`config.mk`:
```
export PLATFORM = sky130hd
export DESIGN_NAME = chirp_sched
export DESIGN_NICKNAME = d
export VERILOG_FILES = /design/src/rtl/sched_pkg.sv /design/src/rtl/sched_pick.sv /design/src/rtl/sched_timer.sv /design/src/rtl/chirp_sched.sv
export SDC_FILE = /design/constraint.sdc
export NUM_CORES = 1
export LEC_CHECK = 0
export ABC_AREA = 1
export BUFFER_PORTS_ARGS = -buffer_cell sky130_fd_sc_hd__buf_4
export CORE_MARGIN = 4
export CORE_UTILIZATION = 38
export CTS_CLUSTER_SIZE = 16
export DETAILED_ROUTE_END_ITERATION = 8
export GPL_ROUTABILITY_DRIVEN = 0
export HOLD_SLACK_MARGIN = 0.15
export MAX_ROUTING_LAYER = met4
export PLACE_DENSITY = 0.63
export SKIP_CTS_REPAIR_TIMING = 1
export SYNTH_ARGS = -nofsm -noshare
export SYNTH_HDL_FRONTEND = slang
export SYNTH_SLANG_ARGS = --single-unit
```
`constraint.sdc`:
```
create_clock -name clk -period 3.3 [get_ports clk]
set_clock_uncertainty 0.05 [all_clocks]
set_input_delay 0.165 -clock clk [delete_from_list [all_inputs] [get_ports clk]]
set_output_delay 0.165 -clock clk [all_outputs]
set_load 0.03 [all_outputs]
```
`src/rtl/sched_pkg.sv`:
```
package sched_pkg;
  localparam int NUM_SUB = 3;
  typedef logic [1:0] sub_t;
  localparam sub_t SUB_SHORT = 2'd0;
  localparam sub_t SUB_MED   = 2'd1;
  localparam sub_t SUB_LONG  = 2'd2;
  typedef enum logic [1:0] {PH_IDLE, PH_TX, PH_RX, PH_GUARD} phase_e;
endpackage

```
`src/rtl/sched_pick.sv`:
```
// Finds the lowest-numbered enabled sub-frame, either from the beginning
// of the frame or strictly after the current one.
module sched_pick
  import sched_pkg::*;
#(
  parameter int N = NUM_SUB
) (
  input  logic [N-1:0] mask,
  input  sub_t         cur,
  input  logic         from_first,
  output logic         found,
  output sub_t         sel
);
  always_comb begin
    found = 1'b0;
    sel   = SUB_SHORT;
    for (int i = N - 1; i >= 0; i--) begin
      if (mask[i] && (from_first || i > int'(cur))) begin
        found = 1'b1;
        sel   = sub_t'(i);
      end
    end
  end
endmodule

```
`src/rtl/sched_timer.sv`:
```
// Down-counter for one interval. A load of N gives N cycles before done;
// a load of 0 is treated as 1.
module sched_timer #(
  parameter int W = 16
) (
  input  logic         clk,
  input  logic         rst,
  input  logic         load,
  input  logic [W-1:0] len,
  output logic         last
);
  logic [W-1:0] cnt;

  always_ff @(posedge clk) begin
    if (rst) begin
      cnt <= '0;
    end else if (load) begin
      cnt <= (len == '0) ? '0 : len - 1'b1;
    end else if (cnt != '0) begin
      cnt <= cnt - 1'b1;
    end
  end

  assign last = (cnt == '0);
endmodule

```
`src/rtl/chirp_sched.sv`:
```
module chirp_sched
  import sched_pkg::*;
#(
  parameter int  CNT_W  = 16,
  parameter int  CHIRPS = 16,
  localparam int IDX_W  = (CHIRPS > 1) ? $clog2(CHIRPS) : 1
) (
  input  logic             clk,
  input  logic             rst,
  input  logic             start,
  input  logic [2:0]       sub_en,
  input  logic [CNT_W-1:0] short_tx_len,
  input  logic [CNT_W-1:0] short_rx_len,
  input  logic [CNT_W-1:0] med_tx_len,
  input  logic [CNT_W-1:0] med_rx_len,
  input  logic [CNT_W-1:0] long_tx_len,
  input  logic [CNT_W-1:0] long_rx_len,
  input  logic [CNT_W-1:0] guard_len,
  output logic             tx_active,
  output logic             rx_active,
  output logic             chirp_start,
  output logic [1:0]       sub_id,
  output logic [IDX_W-1:0] chirp_idx,
  output logic             frame_done
);
  localparam logic [IDX_W-1:0] LAST_IDX = IDX_W'(CHIRPS - 1);

  // per-waveform length tables, indexed by sub-frame ID
  logic [CNT_W-1:0] tx_tab [NUM_SUB];
  logic [CNT_W-1:0] rx_tab [NUM_SUB];
  assign tx_tab[SUB_SHORT] = short_tx_len;
  assign tx_tab[SUB_MED]   = med_tx_len;
  assign tx_tab[SUB_LONG]  = long_tx_len;
  assign rx_tab[SUB_SHORT] = short_rx_len;
  assign rx_tab[SUB_MED]   = med_rx_len;
  assign rx_tab[SUB_LONG]  = long_rx_len;

  phase_e           phase_q, phase_n;
  sub_t             sub_q, sub_n;
  logic [IDX_W-1:0] idx_q, idx_n;
  logic [2:0]       mask_q, mask_n;
  logic             cs_q, cs_n;
  logic             done_q, done_n;

  logic             tm_load;
  logic [CNT_W-1:0] tm_len;
  logic             tm_last;

  logic             pk_found;
  sub_t             pk_sel;
  logic             idle;

  assign idle = (phase_q == PH_IDLE);

  sched_pick #(.N(NUM_SUB)) u_pick (
    .mask       (idle ? sub_en : mask_q),
    .cur        (sub_q),
    .from_first (idle),
    .found      (pk_found),
    .sel        (pk_sel)
  );

  sched_timer #(.W(CNT_W)) u_timer (
    .clk  (clk),
    .rst  (rst),
    .load (tm_load),
    .len  (tm_len),
    .last (tm_last)
  );

  always_comb begin
    phase_n = phase_q;
    sub_n   = sub_q;
    idx_n   = idx_q;
    mask_n  = mask_q;
    cs_n    = 1'b0;
    done_n  = 1'b0;
    tm_load = 1'b0;
    tm_len  = '0;
    unique case (phase_q)
      PH_IDLE: begin
        if (start && pk_found) begin
          phase_n = PH_TX;
          sub_n   = pk_sel;
          idx_n   = '0;
          mask_n  = sub_en;
          cs_n    = 1'b1;
          tm_load = 1'b1;
          tm_len  = tx_tab[pk_sel];
        end
      end
      PH_TX: begin
        if (tm_last) begin
          phase_n = PH_RX;
          tm_load = 1'b1;
          tm_len  = rx_tab[sub_q];
        end
      end
      PH_RX: begin
        if (tm_last) begin
          if (idx_q != LAST_IDX) begin
            phase_n = PH_TX;
            idx_n   = idx_q + 1'b1;
            cs_n    = 1'b1;
            tm_load = 1'b1;
            tm_len  = tx_tab[sub_q];
          end else if (pk_found) begin
            phase_n = PH_TX;
            sub_n   = pk_sel;
            idx_n   = '0;
            cs_n    = 1'b1;
            tm_load = 1'b1;
            tm_len  = tx_tab[pk_sel];
          end else begin
            phase_n = PH_GUARD;
            tm_load = 1'b1;
            tm_len  = guard_len;
          end
        end
      end
      PH_GUARD: begin
        if (tm_last) begin
          phase_n = PH_IDLE;
          done_n  = 1'b1;
        end
      end
      default: phase_n = PH_IDLE;
    endcase
  end

  always_ff @(posedge clk) begin
    if (rst) begin
      phase_q <= PH_IDLE;
      sub_q   <= SUB_SHORT;
      idx_q   <= '0;
      mask_q  <= '0;
      cs_q    <= 1'b0;
      done_q  <= 1'b0;
    end else begin
      phase_q <= phase_n;
      sub_q   <= sub_n;
      idx_q   <= idx_n;
      mask_q  <= mask_n;
      cs_q    <= cs_n;
      done_q  <= done_n;
    end
  end

  assign tx_active   = (phase_q == PH_TX);
  assign rx_active   = (phase_q == PH_RX);
  assign chirp_start = cs_q;
  assign sub_id      = sub_q;
  assign chirp_idx   = idx_q;
  assign frame_done  = done_q;
endmodule

```
Word-level counts from Yosys, hierarchy flattened --
Index checks and enable logic that the tools add are counted.
Word-level totals: latch bits 0, bits in writable memories 0, input bits 118, register bits after elaboration 29, output and inout port bits 10, memories 0, word-level logic and storage cells 95, bits in read-only memories 0
Operators by class: shifts and indexed selects 0, muxes and demuxes 49, $add $sub $neg 3, bitwise operators 3, multiply operators 0, div/mod/pow operators 0, $lt $le $gt $ge 4, reduce and logical (&&, ||, !) cells 18, equality and inequality tests 11
Operators by type and width (number):
- $mux 16 | 14
- $bmux 16 s2 | 3
- $pmux 16 s3 | 1
- $logic_not 16->1 | 2
- $sub 16x1->16 const B | 2
- $mux 2 | 13
- $mux 4 | 4
- $reduce_bool 16->1 | 1
- $mux 1 | 8
- $ne 2x1->1 const B | 4
- $pmux 2 s4 | 1
- $pmux 4 s2 | 1
- $reduce_and 4->1 | 2
- $ge 3x3->1 const B | 2
- $not 2->3 | 2
- $reduce_and 5->1 | 1
- $add 4x1->4 const B | 1
- $eq 2x2->1 const B | 2
- $logic_and 1x1->1 | 4
- $ne 2x2->1 const B | 2
- $ne 4x4->1 const B | 1
- $pmux 1 s2 | 2
- $pmux 2 s2 | 1
- $reduce_bool 2->1 | 2
- other kinds (10) | 12

Longest topological paths before layout --
depth after elaboration 17, depth in mapped cells 23, gate-level depth less buffers 21

Hierarchy --
Synthesis repeated with hierarchy kept, for this count alone.
Second synthesis, totals: cell total of the unflattened synthesis 807, area total of the unflattened synthesis 4269.1 um^2
By module, submodules not included:
- chirp_sched | area an instance 2640.0 um^2, cells each 532, seq. area each 260.2 um^2, times used 1
- sched_timer | area an instance 1550.2 um^2, cells each 263, seq. area each 320.3 um^2, times used 1
- sched_pick | area an instance 78.8 um^2, cells each 12, seq. area each 0.0 um^2, times used 1

Worst setup path before layout --
Ideal clock, no wire load.
path type reg2reg, start reg idx_q[0], in the netlist chirp_idx[0], end reg u_timer.cnt[6], required time 3.136 ns, clock period less this slack 2.837 ns, library setup time 0.114 ns, buffers on the path 2, path slack 0.463 ns, arrival time 2.673 ns, cell stages (with the launch flop) 20, path through dfxtp_1 -> ha_1 -> nand3_2 -> inv_1 -> nand4_4 -> buf_2 -> nor2_1 -> nor2_1 -> nand2_1 -> inv_2 -> o21ai_2 -> ha_1 -> nand3_1 -> inv_1 -> nand2_4 -> nor2_4 -> nor2_4 -> buf_6 -> a21oi_1 -> nor2_1
On the way: cells in the longest elaborated chain, start to end 7, elaborated cells between the ends (all ways) 8, those cells by class 1 x add/sub; 1 x eq/ne; 5 x mux; 1 x reduce/logical
RTL lines:
- from (decl) | line chirp_sched.sv:40 | logic [IDX_W-1:0] idx_q, idx_n;
- from (signal assigned) | line chirp_sched.sv:142 | idx_q <= idx_n;
- $ne 4x4->1 * | line chirp_sched.sv:101 | if (idx_q != LAST_IDX) begin
- $mux 16 * | line chirp_sched.sv:101
- $mux 16 * | line chirp_sched.sv:100 | if (tm_last) begin
- $pmux 16 s3 * | line chirp_sched.sv:80 | unique case (phase_q)
- $sub 16x1->16 / $logic_not 16->1 (equally long branches) | line sched_timer.sv:18 | cnt <= (len == '0) ? '0 : len - 1'b1;
- $mux 16 * | line sched_timer.sv:18
- $mux 16 * | line sched_timer.sv:17 | end else if (load) begin
- to (signal assigned) | line sched_timer.sv:18
- to (signal assigned) | line sched_timer.sv:20 | cnt <= cnt - 1'b1;
- to (decl) | line sched_timer.sv:12 | logic [W-1:0] cnt;
Mark *: on every way between the ends. The rest lies on a longest branch, timed or not. A chain may end at the register's enable or synchronous reset.

Final worst setup path --
start reg phase_q[1], end reg u_timer.cnt[6]
On the way: cells in the longest elaborated chain, start to end 17, elaborated cells between the ends (all ways) 33, those cells by class 1 x add/sub; 2 x eq/ne; 19 x mux; 1 x bitwise; 10 x reduce/logical
RTL lines:
- from (decl) | line chirp_sched.sv:38 | phase_e phase_q, phase_n;
- from (signal assigned) | line chirp_sched.sv:140 | phase_q <= phase_n;
- $logic_not 2->1 | line chirp_sched.sv:53, chirp_sched.sv:80
- $mux 3 / $logic_or 1x1->1 (equally long branches) | line chirp_sched.sv:56, sched_pick.sv:18
- $logic_and 1x1->1 | line sched_pick.sv:18 | if (mask[i] && (from_first || i > int'(cur))) begin
- $mux 2 (3 in a row) | line sched_pick.sv:18
- $not 2->3 (implied by the code) | line chirp_sched.sv:89, chirp_sched.sv:113
- $bmux 16 s2 | line chirp_sched.sv:89, chirp_sched.sv:113
- $mux 16 (implied by the code) (2 in a row) | line chirp_sched.sv:89, chirp_sched.sv:113
- $mux 16 | line chirp_sched.sv:107 | end else if (pk_found) begin
- $mux 16 | line chirp_sched.sv:101
- $mux 16 | line chirp_sched.sv:100
- $pmux 16 s3 | line chirp_sched.sv:80
- $sub 16x1->16 / $logic_not 16->1 (equally long branches) | line sched_timer.sv:18
- $mux 16 | line sched_timer.sv:18
- $mux 16 | line sched_timer.sv:17
Several ways; a longest one is shown, not always the timed one. The select of a mux whose other input is x is not followed.

==> impl_metrics.csv <==
group,metric,value,unit
clock_tree,cts_buffer_depth,2,
yosys,avgSynthCellArea,5.52,µm²
die,rows,38,
timing,slew_headroom,0.608,
finish,final_nets,1023,
timing,worstMarginPinSlew,0.580,ns
finish,drive_above_1_share,0.258,
finish,fin_area,5520,µm²
placement,dpl.hpwl,12800,µm
finish,utilization,0.509,
timing,final.setup.tns,0,ns
timing,finalWorstSetupSlack,0.152,ns
yosys,synth_xor_area_frac,0.0249,
grt,first_global_vias,5455,
timing,hold_viol_final,0,
clock_tree,cts_tree,"yes",
grt,grt_max_degree,43,
yosys,yosysMostFrequentCell,"nand2_1",
finish,fill_cells,1164,
routing,routed_via_density,5.43,
job,drv_cap,0,
timing,period_minus_slack,3.15,ns
routing,drt-initial-drc-count,465,
yosys,synth_top_area_share,0.199,
die,io_pins,128,
yosys,synth_top_family_by_area,"simple AND/OR/NAND/NOR gates",
setup_path,path_cells,"inv_1 -> ha_2 -> inv_2 -> nand2_2 -> nand2_8 -> nand2_8 -> nand4_4 -> buf_4 -> nor2_1 -> nor2_1 -> nand2_1 -> nand3_1 -> nand2_1 -> nand2_1 -> nor2_2 -> nand2_2 -> nor2_4 -> nor2_4 -> buf_12 -> a21oi_1 -> nor2_1",
outcome,status,"finished clean",
die,dieArea,12900,µm²
routing,vias,5612,
grt,grt_pass1_wl,26600,µm
timing,fin_crit_sh,0.954,
setup_path,cpPeakStageDelay,0.36,ns
die,dieWidth,113,µm
yosys,syn_area,4220,µm²
yosys,ys_seq_elements,28,
yosys,synth_compound_area_frac,0.152,
routing,firstDrtPassIters,5,
yosys,synthMuxAreaShare,0,
timing,setup_viol,0,
yosys,ys_seq_area_frac,0.133,
clock_tree,cts.sinks,28,
setup_path,crit_arrival,3.26,ns
placement,place_ws,0.0451,ns
worst_hold_path,hold_class,"primary input to register",
yosys,synth_nets,893,
timing,max_freq,318,MHz
timing,holdWs,0.140,ns
yosys,synth-edff-count,0,
setup_path,cp_data_required_time,3.42,ns
placement,io_buffer_count,127,
grt,grt_usage,0.258,
setup_path,crit_slowest_cell,"dfxtp_2",
finish,antenna_cells,0,
power_and_ir_drop,power_density,835,nW/µm²
yosys,synth_area_leaders,"nand2_1 20%, dfxtp_1 13%, nand3_1 10%",
yosys,synth_cells,765,
setup_path,crit_type,"register to register",
finish,areaGrowthSynthToFinish,30.8,%
yosys,yosys.area.top_type,"nand2_1",
grt,grt-ovfl-total,0,
die,die_h,113,µm
die,core_area,10800,µm²
yosys,synth_top_cells_by_count,"224 x nand2_1, 89 x nor2_1, 86 x nand3_1",
power_and_ir_drop,vdd_drop_max,0.412,mV
clock_tree,cts_root_buf,"clkbuf_8",
clock_tree,numCtsBuffers,3,
clock_tree,cts.clk_slew.worst_paths,0.10,ns
routing,drcViolationCount,0,
placement,place_area,5300,µm²
timing,slew_viol_final,0,
yosys,async_reset_ff_frac,0,
routing,drt.antenna.violating_nets,0,
yosys,synthAdderAreaFrac,0.0297,
routing,drt-total-wl,16300,µm
routing,wl_per_cell,15.7,µm
setup_path,cpLargestDelayFamily,"simple AND/OR/NAND/NOR gates",
yosys,synth-simple-area-share,0.537,
yosys,synth_top_flop_cell,"dfxtp_1",
setup_path,end_kind,"register",
power_and_ir_drop,power.leakage,0.00285,µW
setup_path,crit_fanout,16,
clock_tree,cts_max_level,1,
setup_path,critPathBufInv,4,
die,start_util,0.389,
clock_tree,clk_latency,0.28,ns
setup_path,startpoint_type,"register",
grt,antenna_found_initial,0,
yosys,yosysWarnings,0,
yosys,ys_types,40,
==> sequential cells by signal (all words and copies together), names as in the netlist <==
register and count:
sub_id 2, frame_done 1, u_timer.cnt 16, chirp_start 1
chirp_idx 4, phase_q 2, mask_q 2
==> stage by stage <==
stage,power [µW],instances
floorplan,3260,765
global placement,4070,1018
detailed placement,4120,1018
CTS,4360,1022
global route,5100,1034
finish,4610,1034
==> cells in the final DEF, fill, tap and decap left out, types with 2 or more instances in the layout <==
| cell type | netlist | layout |
|---|---|---|
| xor2_1 | 9 | 9 |
| nand2_8 | 0 | 2 |
| dfxtp_1 | 28 | 26 |
| xnor2_1 | 3 | 3 |
| o31ai_1 | 2 | 2 |
| nor3_1 | 7 | 7 |
| inv_1 | 77 | 74 |
| dlygate4sd3_1 | 0 | 2 |
| nor2_1 | 89 | 87 |
| a21oi_1 | 29 | 29 |
| nor2_2 | 7 | 6 |
| a21oi_2 | 5 | 5 |
| buf_4 | 6 | 153 |
| clkbuf_8 | 0 | 4 |
| nand2_1 | 224 | 223 |
| dfxtp_2 | 0 | 2 |
| a31oi_1 | 4 | 4 |
| inv_2 | 4 | 7 |
| nand3_2 | 9 | 11 |
| buf_12 | 0 | 2 |
| o21bai_1 | 2 | 2 |
| nand2_4 | 4 | 2 |
| nand4_1 | 29 | 29 |
| nand2_2 | 16 | 17 |
| o21ai_0 | 65 | 65 |
| ha_1 | 10 | 9 |
| nor2_4 | 8 | 11 |
| nand3_1 | 86 | 85 |
==> metal layers <==
| layer | GRT usage | share of wire |
|---|---|---|
| met4 | 0.0817 | 0.026 |
| met5 | - | 0 |
| met3 | 0.0260 | 0.080 |
| met2 | 0.425 | 0.47 |
| met1 | 0.335 | 0.43 |
==> kinds of logic (layout without fill, tap and decap cells) <==
kind of cell | count (synthesis) | count (layout)
compound gates | 115 | 115
xor+xnor | 12 | 12
fa+ha+maj | 10 | 10
buf+inv | 116 | 244
flops | 28 | 28
simple gates | 484 | 485
==> worst paths after layout <==
check,start,endpoint,slack [ns],cells after the start
setup / recovery,phase_q[1],u_timer.cnt[6],0.15,21
hold / removal,sub_en[2],mask_q[2],0.14,3
setup reg to reg,phase_q[1],u_timer.cnt[6],0.15,21
hold reg to reg,mask_q[2],mask_q[2],0.45,2
==> power by group <==
part / switching [µW] / internal, µW
sequential: 94.3 / 443
clock: 115 / 107
combinational: 2500 / 1350
==> worst min-delay path, delay by kind of cell <==
| family | cells | cell delay (ns) |
|---|---|---|
| compound gates | 2 | 0.19 |
| buf+inv | 1 | 0.09 |
==> cell type report <==
type | instances | area, µm² | area share
clock buffer | 4 | 55.1 | 0.00998
inverter | 82 | 313 | 0.0567
multi-input combinational | 622 | 3190 | 0.579
sequential | 28 | 563 | 0.102
tap | 140 | 175 | 0.0317
timing repair buffer | 158 | 1220 | 0.221
(Power assumes the default switching activity.)
